**src/rtl/dpk_pkg.sv**
```systemverilog
package dpk_pkg;
  // Number of bits needed to hold x (0 for x == 0).
  function automatic logic [5:0] bit_len32(input logic [31:0] x);
    logic [5:0] n;
    n = '0;
    for (int i = 0; i < 32; i++) begin
      if (x[i]) n = 6'(i + 1);
    end
    return n;
  endfunction
endpackage

```
**src/rtl/dpk_encoder.sv**
```systemverilog
module dpk_encoder
  import dpk_pkg::*;
#(
  parameter int VAL_W     = 17,
  parameter int LEN_W     = 5,
  parameter int CODE_W    = 23,
  parameter int CNT_W     = 6,
  parameter bit HAS_DELTA = 1'b1
) (
  input  logic [VAL_W-1:0]  val,
  input  logic [VAL_W-1:0]  prev,
  input  logic              base_ok,
  input  logic              delta_mode,
  output logic [CODE_W-1:0] code,
  output logic [CNT_W-1:0]  code_len
);
  localparam logic [CNT_W-1:0] RAW_LEN  = CNT_W'(VAL_W);
  localparam logic [CNT_W-1:0] ZERO_LEN = CNT_W'(LEN_W);
  localparam logic [CNT_W-1:0] HDR_LEN  = CNT_W'(LEN_W + 1);

  generate
    if (HAS_DELTA) begin : g_delta
      logic             neg;
      logic [VAL_W-1:0] mag;
      logic [5:0]       nbits;
      always_comb begin
        neg   = (val < prev);
        mag   = neg ? (prev - val) : (val - prev);
        nbits = bit_len32(32'(mag));
        if (delta_mode && base_ok) begin
          // stream order from bit 0: length field, sign, magnitude
          code     = (CODE_W'(mag) << (LEN_W + 1)) | (CODE_W'(neg) << LEN_W) | CODE_W'(nbits);
          code_len = (nbits == 6'd0) ? ZERO_LEN : HDR_LEN + CNT_W'(nbits);
        end else begin
          code     = CODE_W'(val);
          code_len = RAW_LEN;
        end
      end
    end else begin : g_raw
      assign code     = CODE_W'(val);
      assign code_len = RAW_LEN;
    end
  endgenerate
endmodule

```
**src/rtl/dpk_accum.sv**
```systemverilog
module dpk_accum #(
  parameter int WORD_W = 32,
  parameter int CODE_W = 23,
  parameter int CNT_W  = 6
) (
  input  logic              clk,
  input  logic              rst,
  input  logic              push,
  input  logic [CODE_W-1:0] code,
  input  logic [CNT_W-1:0]  code_len,
  input  logic              pop,
  input  logic              clear,
  output logic [WORD_W-1:0] word_lo,
  output logic [CNT_W-1:0]  cnt
);
  localparam int ACC_W = WORD_W + CODE_W;

  logic [ACC_W-1:0] acc;

  // push happens only while cnt < WORD_W and pop only while cnt >= WORD_W,
  // so the two never meet in one cycle; bits above cnt are always zero.
  always_ff @(posedge clk) begin
    if (rst || clear) begin
      acc <= '0;
      cnt <= '0;
    end else if (push) begin
      acc <= acc | (ACC_W'(code) << cnt);
      cnt <= cnt + code_len;
    end else if (pop) begin
      acc <= acc >> WORD_W;
      cnt <= cnt - CNT_W'(WORD_W);
    end
  end

  assign word_lo = acc[WORD_W-1:0];
endmodule

```
**src/rtl/dpk_wordout.sv**
```systemverilog
module dpk_wordout #(
  parameter int WORD_W = 32
) (
  input  logic              clk,
  input  logic              rst,
  input  logic              load,
  input  logic [WORD_W-1:0] data,
  input  logic              last,
  input  logic              out_ready,
  output logic              out_valid,
  output logic [WORD_W-1:0] out_data,
  output logic              out_last
);
  always_ff @(posedge clk) begin
    if (rst) begin
      out_valid <= 1'b0;
      out_data  <= '0;
      out_last  <= 1'b0;
    end else if (load) begin
      out_valid <= 1'b1;
      out_data  <= data;
      out_last  <= last;
    end else if (out_ready) begin
      out_valid <= 1'b0;
    end
  end
endmodule

```
**src/rtl/dpk_packer.sv**
```systemverilog
module dpk_packer #(
  parameter int VAL_W     = 17,
  parameter int WORD_W    = 32,
  parameter int LEN_W     = 5,
  parameter bit HAS_DELTA = 1'b1
) (
  input  logic              clk,
  input  logic              rst,
  input  logic              delta_mode,
  input  logic              flush,
  input  logic              in_valid,
  input  logic [VAL_W-1:0]  in_data,
  output logic              in_ready,
  input  logic              out_ready,
  output logic              out_valid,
  output logic [WORD_W-1:0] out_data,
  output logic              out_last
);
  localparam int CODE_W = HAS_DELTA ? (LEN_W + 1 + VAL_W) : VAL_W;
  localparam int ACC_W  = WORD_W + CODE_W;
  localparam int CNT_W  = $clog2(ACC_W + 1);

  logic [CODE_W-1:0] code;
  logic [CNT_W-1:0]  code_len;
  logic [CNT_W-1:0]  cnt;
  logic [WORD_W-1:0] word_lo;
  logic [VAL_W-1:0]  prev;
  logic              base_ok;
  logic              flush_pend;
  logic              can_load, has_word, pop, flush_done, emit_part, push;

  assign has_word   = (cnt >= CNT_W'(WORD_W));
  assign can_load   = !out_valid || out_ready;
  assign pop        = can_load && has_word;
  assign flush_done = flush_pend && !has_word && can_load;
  assign emit_part  = flush_done && (cnt != '0);
  assign in_ready   = !flush_pend && !has_word;
  assign push       = in_valid && in_ready;

  always_ff @(posedge clk) begin
    if (rst) begin
      flush_pend <= 1'b0;
      base_ok    <= 1'b0;
      prev       <= '0;
    end else begin
      flush_pend <= (flush_pend && !flush_done) || flush;
      if (push) begin
        prev    <= in_data;
        base_ok <= 1'b1;
      end else if (flush_done) begin
        base_ok <= 1'b0;
      end
    end
  end

  dpk_encoder #(
    .VAL_W(VAL_W), .LEN_W(LEN_W), .CODE_W(CODE_W), .CNT_W(CNT_W), .HAS_DELTA(HAS_DELTA)
  ) u_enc (
    .val(in_data), .prev(prev), .base_ok(base_ok), .delta_mode(delta_mode),
    .code(code), .code_len(code_len)
  );

  dpk_accum #(
    .WORD_W(WORD_W), .CODE_W(CODE_W), .CNT_W(CNT_W)
  ) u_acc (
    .clk(clk), .rst(rst), .push(push), .code(code), .code_len(code_len),
    .pop(pop), .clear(flush_done), .word_lo(word_lo), .cnt(cnt)
  );

  dpk_wordout #(
    .WORD_W(WORD_W)
  ) u_out (
    .clk(clk), .rst(rst), .load(pop || emit_part), .data(word_lo), .last(emit_part),
    .out_ready(out_ready), .out_valid(out_valid), .out_data(out_data), .out_last(out_last)
  );
endmodule

```
**config.mk**
```make
export PLATFORM = sky130hd
export DESIGN_NAME = dpk_packer
export DESIGN_NICKNAME = d
export VERILOG_FILES = /design/src/rtl/dpk_pkg.sv /design/src/rtl/dpk_encoder.sv /design/src/rtl/dpk_accum.sv /design/src/rtl/dpk_wordout.sv /design/src/rtl/dpk_packer.sv
export SDC_FILE = /design/constraint.sdc
export NUM_CORES = 1
export LEC_CHECK = 0
export BUFFER_PORTS_ARGS = -buffer_cell sky130_fd_sc_hd__buf_4
export CORE_MARGIN = 1
export CORE_UTILIZATION = 45
export DETAILED_ROUTE_END_ITERATION = 8
export GPL_TIMING_DRIVEN = 0
export HOLD_SLACK_MARGIN = 0.02
export MAX_ROUTING_LAYER = met4
export SETUP_SLACK_MARGIN = 0.15
export SLEW_MARGIN = 40
export SYNTH_ARGS = -nofsm -noshare
export SYNTH_HDL_FRONTEND = slang
export SYNTH_SLANG_ARGS = --single-unit
```
**constraint.sdc**
```tcl
create_clock -name clk -period 5.35 [get_ports clk]
set_input_delay 0 -clock clk [delete_from_list [all_inputs] [get_ports clk]]
set_output_delay 0 -clock clk [all_outputs]
set_load 0.05 [all_outputs]
```
After elaboration in Yosys (flattened, before gate mapping):

Cells that the tools add are included.

* register bits: 114

* add/subtract/negate cells: 5
* order comparisons: 2
* shift operators: 1
* muxes and demuxes: 29
* bitwise logic cells: 3
* reductions and logical operators: 21

Operator list (count)
* 6-bit two-way mux: 20
* 55-bit two-way mux: 2
* 55-bit OR: 1
* 23-bit by 6-bit left shift with 55-bit output: 1
* 23-bit by 6-bit OR with 23-bit output: 2
* 17-bit subtractor: 2
* 23-bit two-way mux: 1
* 17-bit less-than comparator: 1
* 17-bit two-way mux: 1
* 1-bit logical AND: 8
* 3-bit by 6-bit adder with 6-bit output, first input constant: 1
* 6-bit adder: 1
* 6-bit >= comparator, second input constant: 1
* 6-bit zero test: 1
* 2-bit nonzero test: 3
* 6-bit nonzero test: 1
* 6-bit subtractor, second input constant: 1
* 1-bit two-way mux: 5
* 1-bit zero test: 4
* 1-bit logical OR: 4

Logic depth before layout (Yosys ltp):

* depth in word-level cells: 24
* gate-level depth with buffers: 25

Cells and area by module:

A second synthesis with hierarchy kept.

* cell total of the unflattened synthesis: 1073
* area, all modules: 9251.4 µm²

Modules (own cells, without submodules)
* dpk_accum: times used 1, cells an instance 532, area an instance 4787.1 µm²
* dpk_encoder: times used 1, cells an instance 359, area an instance 2482.4 µm²
* dpk_wordout: times used 1, cells an instance 111, area an instance 1238.7 µm²
* dpk_packer: times used 1, cells an instance 71, area an instance 743.2 µm²

Least setup slack after synthesis:

No wires, ideal clock.

* path kind: flip-flop to flip-flop
* start point: reg prev[7]
* end point: reg u_acc.cnt[5]
* setup time: 128 ps
* data arrival time: 4806 ps
* required time: 5222 ps
* slack: 417 ps
* cell stages (with the launch flop): 22
* path buffers: 1
* cells stage by stage: dfxtp_1 -> ha_1 -> and2_1 -> a221o_1 -> nor2b_1 -> buf_2 -> nor3_4 -> mux4_2 -> or4_1 -> a311oi_1 -> nor2_1 -> o2111ai_1 -> nand2_1 -> a21oi_1 -> ha_1 -> a21o_1 -> a21oi_1 -> o21bai_1 -> a21oi_1 -> nor3_1 -> a21oi_1 -> nor2_1

* cells in the longest elaborated chain, start to end: 24
* elaborated cells between the ends (all ways): 27
* those cells by class: 4 x add/sub; 1 x order compare; 21 x mux; 1 x reduce/logical

RTL lines
* start, declared: line dpk_packer.sv:27 `logic [VAL_W-1:0] prev;`
* start signal, assigned: line dpk_packer.sv:48 `prev <= in_data;`
* 17-bit less-than comparator: line dpk_encoder.sv:27 `neg = (val < prev);`
* 17-bit two-way mux *: line dpk_encoder.sv:28 `mag = neg ? (prev - val) : (val - prev);`
* 1-bit two-way mux: line dpk_pkg.sv:7 `if (x[i]) n = 6'(i + 1);`
* 6-bit two-way mux (15 in series): line dpk_pkg.sv:7
* 6-bit two-way mux *: line dpk_pkg.sv:7
* 3-bit by 6-bit adder with 6-bit output or 6-bit zero test (tied branches): line dpk_encoder.sv:33 `code_len = (nbits == 6'd0) ? ZERO_LEN : HDR_LEN + CNT_W'(nbits);`
* 6-bit two-way mux *: line dpk_encoder.sv:33
* 6-bit two-way mux *: line dpk_encoder.sv:30 `if (delta_mode && base_ok) begin`
* 6-bit adder *: line dpk_accum.sv:28 `cnt <= cnt + code_len;`
* 6-bit two-way mux *: line dpk_accum.sv:26 `end else if (push) begin`
* end signal, assigned: line dpk_accum.sv:28
* end signal, assigned: line dpk_accum.sv:31 `cnt <= cnt - CNT_W'(WORD_W);`
* end, declared: line dpk_accum.sv:14 `output logic [CNT_W-1:0] cnt`

Every way passes the cells marked *; elsewhere a longest branch is shown, timed or not.
A chain may end at the register's enable or synchronous reset.

Final worst setup path:

* start point: reg prev[13]
* end point: reg u_acc.cnt[5]

Same word-level chain as after synthesis.

==> metrics.json <==
{
  "sta": {
    "min_period_over_period": 0.949,
    "timing_worst_slew_pin_value_ns": 0.898,
    "hold_violations": 0,
    "grt_setup_unrepaired": "true",
    "fmax_mhz": 197,
    "clock-skew-final_ns": 0.0147,
    "timing.final.max_slew_violations": 0,
    "min_period_ns": 5.08,
    "setup_violation_total_in_the_final_timing_report": 0,
    "fin_hold_ws_ns": 0.113,
    "fin_ws_ns": 0.273,
    "slew_hr": 0.399
  },
  "final_layout": {
    "num_antenna_cells": 0,
    "layout-drive-gt1-share": 0.175,
    "layout.core_utilization": 0.579,
    "area.growth.synth_to_final_pct": 26.2,
    "final_area_um2": 10800,
    "fillerInstances": 1829,
    "fin_nets": 1330,
    "multi_input_area_um2": 6280,
    "area.sequential_um2": 2290
  },
  "clock_network": {
    "worst_skew_pair.late_latency_ns": 0.43,
    "clock_tree_buf_depth": 2,
    "clk_transition_reported_paths_ns": 0.07,
    "cts_tree": "built",
    "cts_inserted_buffers": 17,
    "clock-sinks": 114,
    "h_tree_levels": 4,
    "cts_root_buffer": "clkbuf_16"
  },
  "route": {
    "viasPerCell": 6.38,
    "wirelength_mm": 34.3,
    "drcViolationCount": 0,
    "antenna_violating_nets_left": 0,
    "routed-via-count": 9653,
    "avgRoutedWirePerCell_um": 22.7,
    "detail_route.iter0.violations": 1114,
    "dr.pass1.iters": 8
  },
  "setup_path": {
    "critical-path-slowest-cell": "or4_4",
    "critical_path.cell_chain": "ha_1 > buf_2 > and4_1 > buf_4 > nand2_4 > a2111o_1 > buf_2 > nand4_1 > and3_1 > nor2_1 > or4_4 > a311oi_4 > or2_4 > nand2_1 > ha_1 > a21oi_1 > ha_1 > a21oi_2 > o21bai_1 > a21oi_1 > nor3_1 > a21oi_1 > nor2_1",
    "critical_path_buf_inv_count": 3,
    "worstReg2RegEnd": "u_acc.cnt[5]",
    "r2r_slack_ns": 0.27,
    "logic_depth_of_the_worst_register_to_register_path": 23,
    "worst-endpoint-arrival_ns": 5.37,
    "setup.worst_path.class": "flop to flop",
    "critPathMaxStageDelay_ns": 0.58,
    "critPathMaxFanout": 9,
    "setup.worst_path.end_class": "flop",
    "timing.critical_path.from_type": "flop",
    "cpLargestDelayFamily": "simple AND/OR/NAND/NOR gates",
    "worst_r2r_startpoint": "prev[13]",
    "required_ns": 5.65
  },
  "synthesis": {
    "ys_seq_area_frac": 0.266,
    "synth.largest_area_cell": "dfxtp_1",
    "synth_seq_cells": 114,
    "synth_enable_flop_cells": 0,
    "postSynth.topFlopCell": "dfxtp_1",
    "synthTopCellsByCount": "nand2_1, a21oi_1, dfxtp_1, nor2_1, clkbuf_1",
    "postSynth.asyncResetShare": 0,
    "yosysWarnings": 0,
    "synth_cell_type_count": 77,
    "yosysMostFrequentCell": "nand2_1",
    "number_of_instances_in_the_synthesized_netlist": 1147,
    "netlist_top_cells_area": "dfxtp_1, nand2_1, a21oi_1, ha_1, nor2_1",
    "synthDominantCellAreaShare": 0.266,
    "syn_area_per_cell_um2": 7.48,
    "mappedNetlistArea_um2": 8580,
    "synthesis.nets": 1212
  },
  "power": {
    "share_seq_of_total_power": 0.274,
    "power_density_nw_per_um2": 311,
    "power_frac_comb": 0.337,
    "worst_voltage_drop_across_the_vdd_grid_v": 0.000232,
    "internal-power_uw": 2130,
    "power.leakage_uw": 0.00408,
    "p_sw_frac": 0.368,
    "switching_power_uw": 1240,
    "clockPowerShare": 0.389
  },
  "die": {
    "boundaryPins": 58,
    "design.die.area_um2": 19600,
    "initial_utilization": 0.459,
    "core-area_um2": 18700,
    "die_y_um": 140,
    "rows": 50,
    "die_width_um": 140
  },
  "placement": {
    "gp_congestion": 1.03,
    "dpl_cell_area_um2": 9320,
    "hpwl_mm": 25.8,
    "place_worst_setup_slack_ns": -0.871,
    "port-buffer-count": 57
  },
  "worst_hold_path": {
    "min_delay_path_depth": 5,
    "hold_path_class": "input pin to flop",
    "min-delay-start": "in_valid",
    "worstHoldEndpoint": "u_acc.cnt[5]"
  },
  "global_routing": {
    "maximum_number_of_pins_on_one_net_before_global_route_repair": 17,
    "globalRouteTotalUtil": 0.357,
    "number_of_global_route_vias_before_repair": 8594,
    "grt_overflow": 0,
    "grt_first_pass_wirelength_mm": 51.5,
    "grt_antenna_before_repair": 0
  },
  "flow_run": {
    "maxCapViolations": 0
  },
  "run_status": {
    "outcome": "finished, final reports clean"
  }
}
-- power by group through the flow --
stage / clock (µW) / combinational [µW] / sequential, µW
after CTS: 1310 / 1020 / 918
after detailed placement: 0 / 934 / 937
after floorplan: 0 / 637 / 944
final: 1310 / 1130 / 921
after global placement: 0 / 934 / 936
after global routing: 1340 / 1200 / 924
-- metal layers --
| layer | GRT usage | wire length [µm] | share of wire |
|---|---|---|---|
| met1 | 0.516 | 15800 | 0.46 |
| met2 | 0.476 | 13600 | 0.40 |
| met3 | 0.0978 | 4170 | 0.12 |
| met4 | 0.0977 | 661 | 0.019 |
| met5 | - | 0 | 0 |
-- through the flow --
step	setup TNS (ns)	std cells	total power [µW]
after floorplan	0	1147	1580
after global routing	0	1512	3460
after global placement	-7.79	1438	1870
after detailed placement	-6.94	1438	1870
after CTS	0	1506	3250
final	0	1512	3360
-- worst min-delay path: stages --
cell	delay (ns)
buf_4	0.11
nand2b_1	0.15
nor3_1	0.07
a21oi_1	0.12
nor2_1	0.05
-- logic make-up (layout without fill, tap and decap cells) --
group	after synthesis	after routing	share of synthesized area
and+or+nand+nor	407	407	0.211
AOI/OAI and AO/OA	396	396	0.314
buffers and inverters	127	258	0.0576
DFF	114	114	0.266
muxes	49	49	0.0749
adders and majority gates	42	42	0.0638
xor gates and xnor gates	12	12	0.0122
-- state kept, by name (all words and copies together) (netlist names) --
register / cells
flush_pend: 1
prev: 17
base_ok: 1
u_acc.acc: 55
u_out.out_valid: 1
u_out.out_last: 1
u_out.out_data: 32
u_acc.cnt: 6
-- how the worst max path moves through the flow --
stage,start,cells past startpoint,slack [ns],endpoint
floorplan,prev[7],21,0.42,u_acc.cnt[5]
global placement,prev[0],24,-0.80,u_acc.cnt[5]
detailed placement,prev[0],24,-0.87,u_acc.cnt[5]
CTS,prev[14],23,0.17,u_acc.cnt[5]
global route,prev[13],23,0.07,u_acc.cnt[5]
finish,prev[13],23,0.27,u_acc.cnt[5]
-- final cells by class --
cell class,count,share of cell area
buffer,77,0.0310
clock buffer,18,0.0396
clock inverter,14,0.0207
inverter,50,0.0173
multi-input combinational,906,0.580
sequential,114,0.211
tap,234,0.0270
timing repair buffer,99,0.0735
-- placed cells by master (no fill, tap or decap), types with 13 or more instances in the layout --
cell type        n
nor2_1          92
inv_1           47
nand2b_1        13
dlygate4sd3_1   21
mux2i_1         22
buf_4           80
dfxtp_1        111
clkbuf_16       17
a21o_1          20
ha_1            34
clkbuf_1        58
and2_1          13
a21oi_1        131
o31ai_1         15
nor3_1          18
o21ai_0         44
a31oi_1         17
nand3_1         17
nand2_1        187
-- what timing repair did --
action	in CTS	in global routing
pin swaps	10	18
setup buffers	15	6
hold endpoints to repair	23	0
resized for setup	35	61
hold buffers	21	0
endpoints found under the setup margin	38	16
Power figures use the tool's default switching activity.
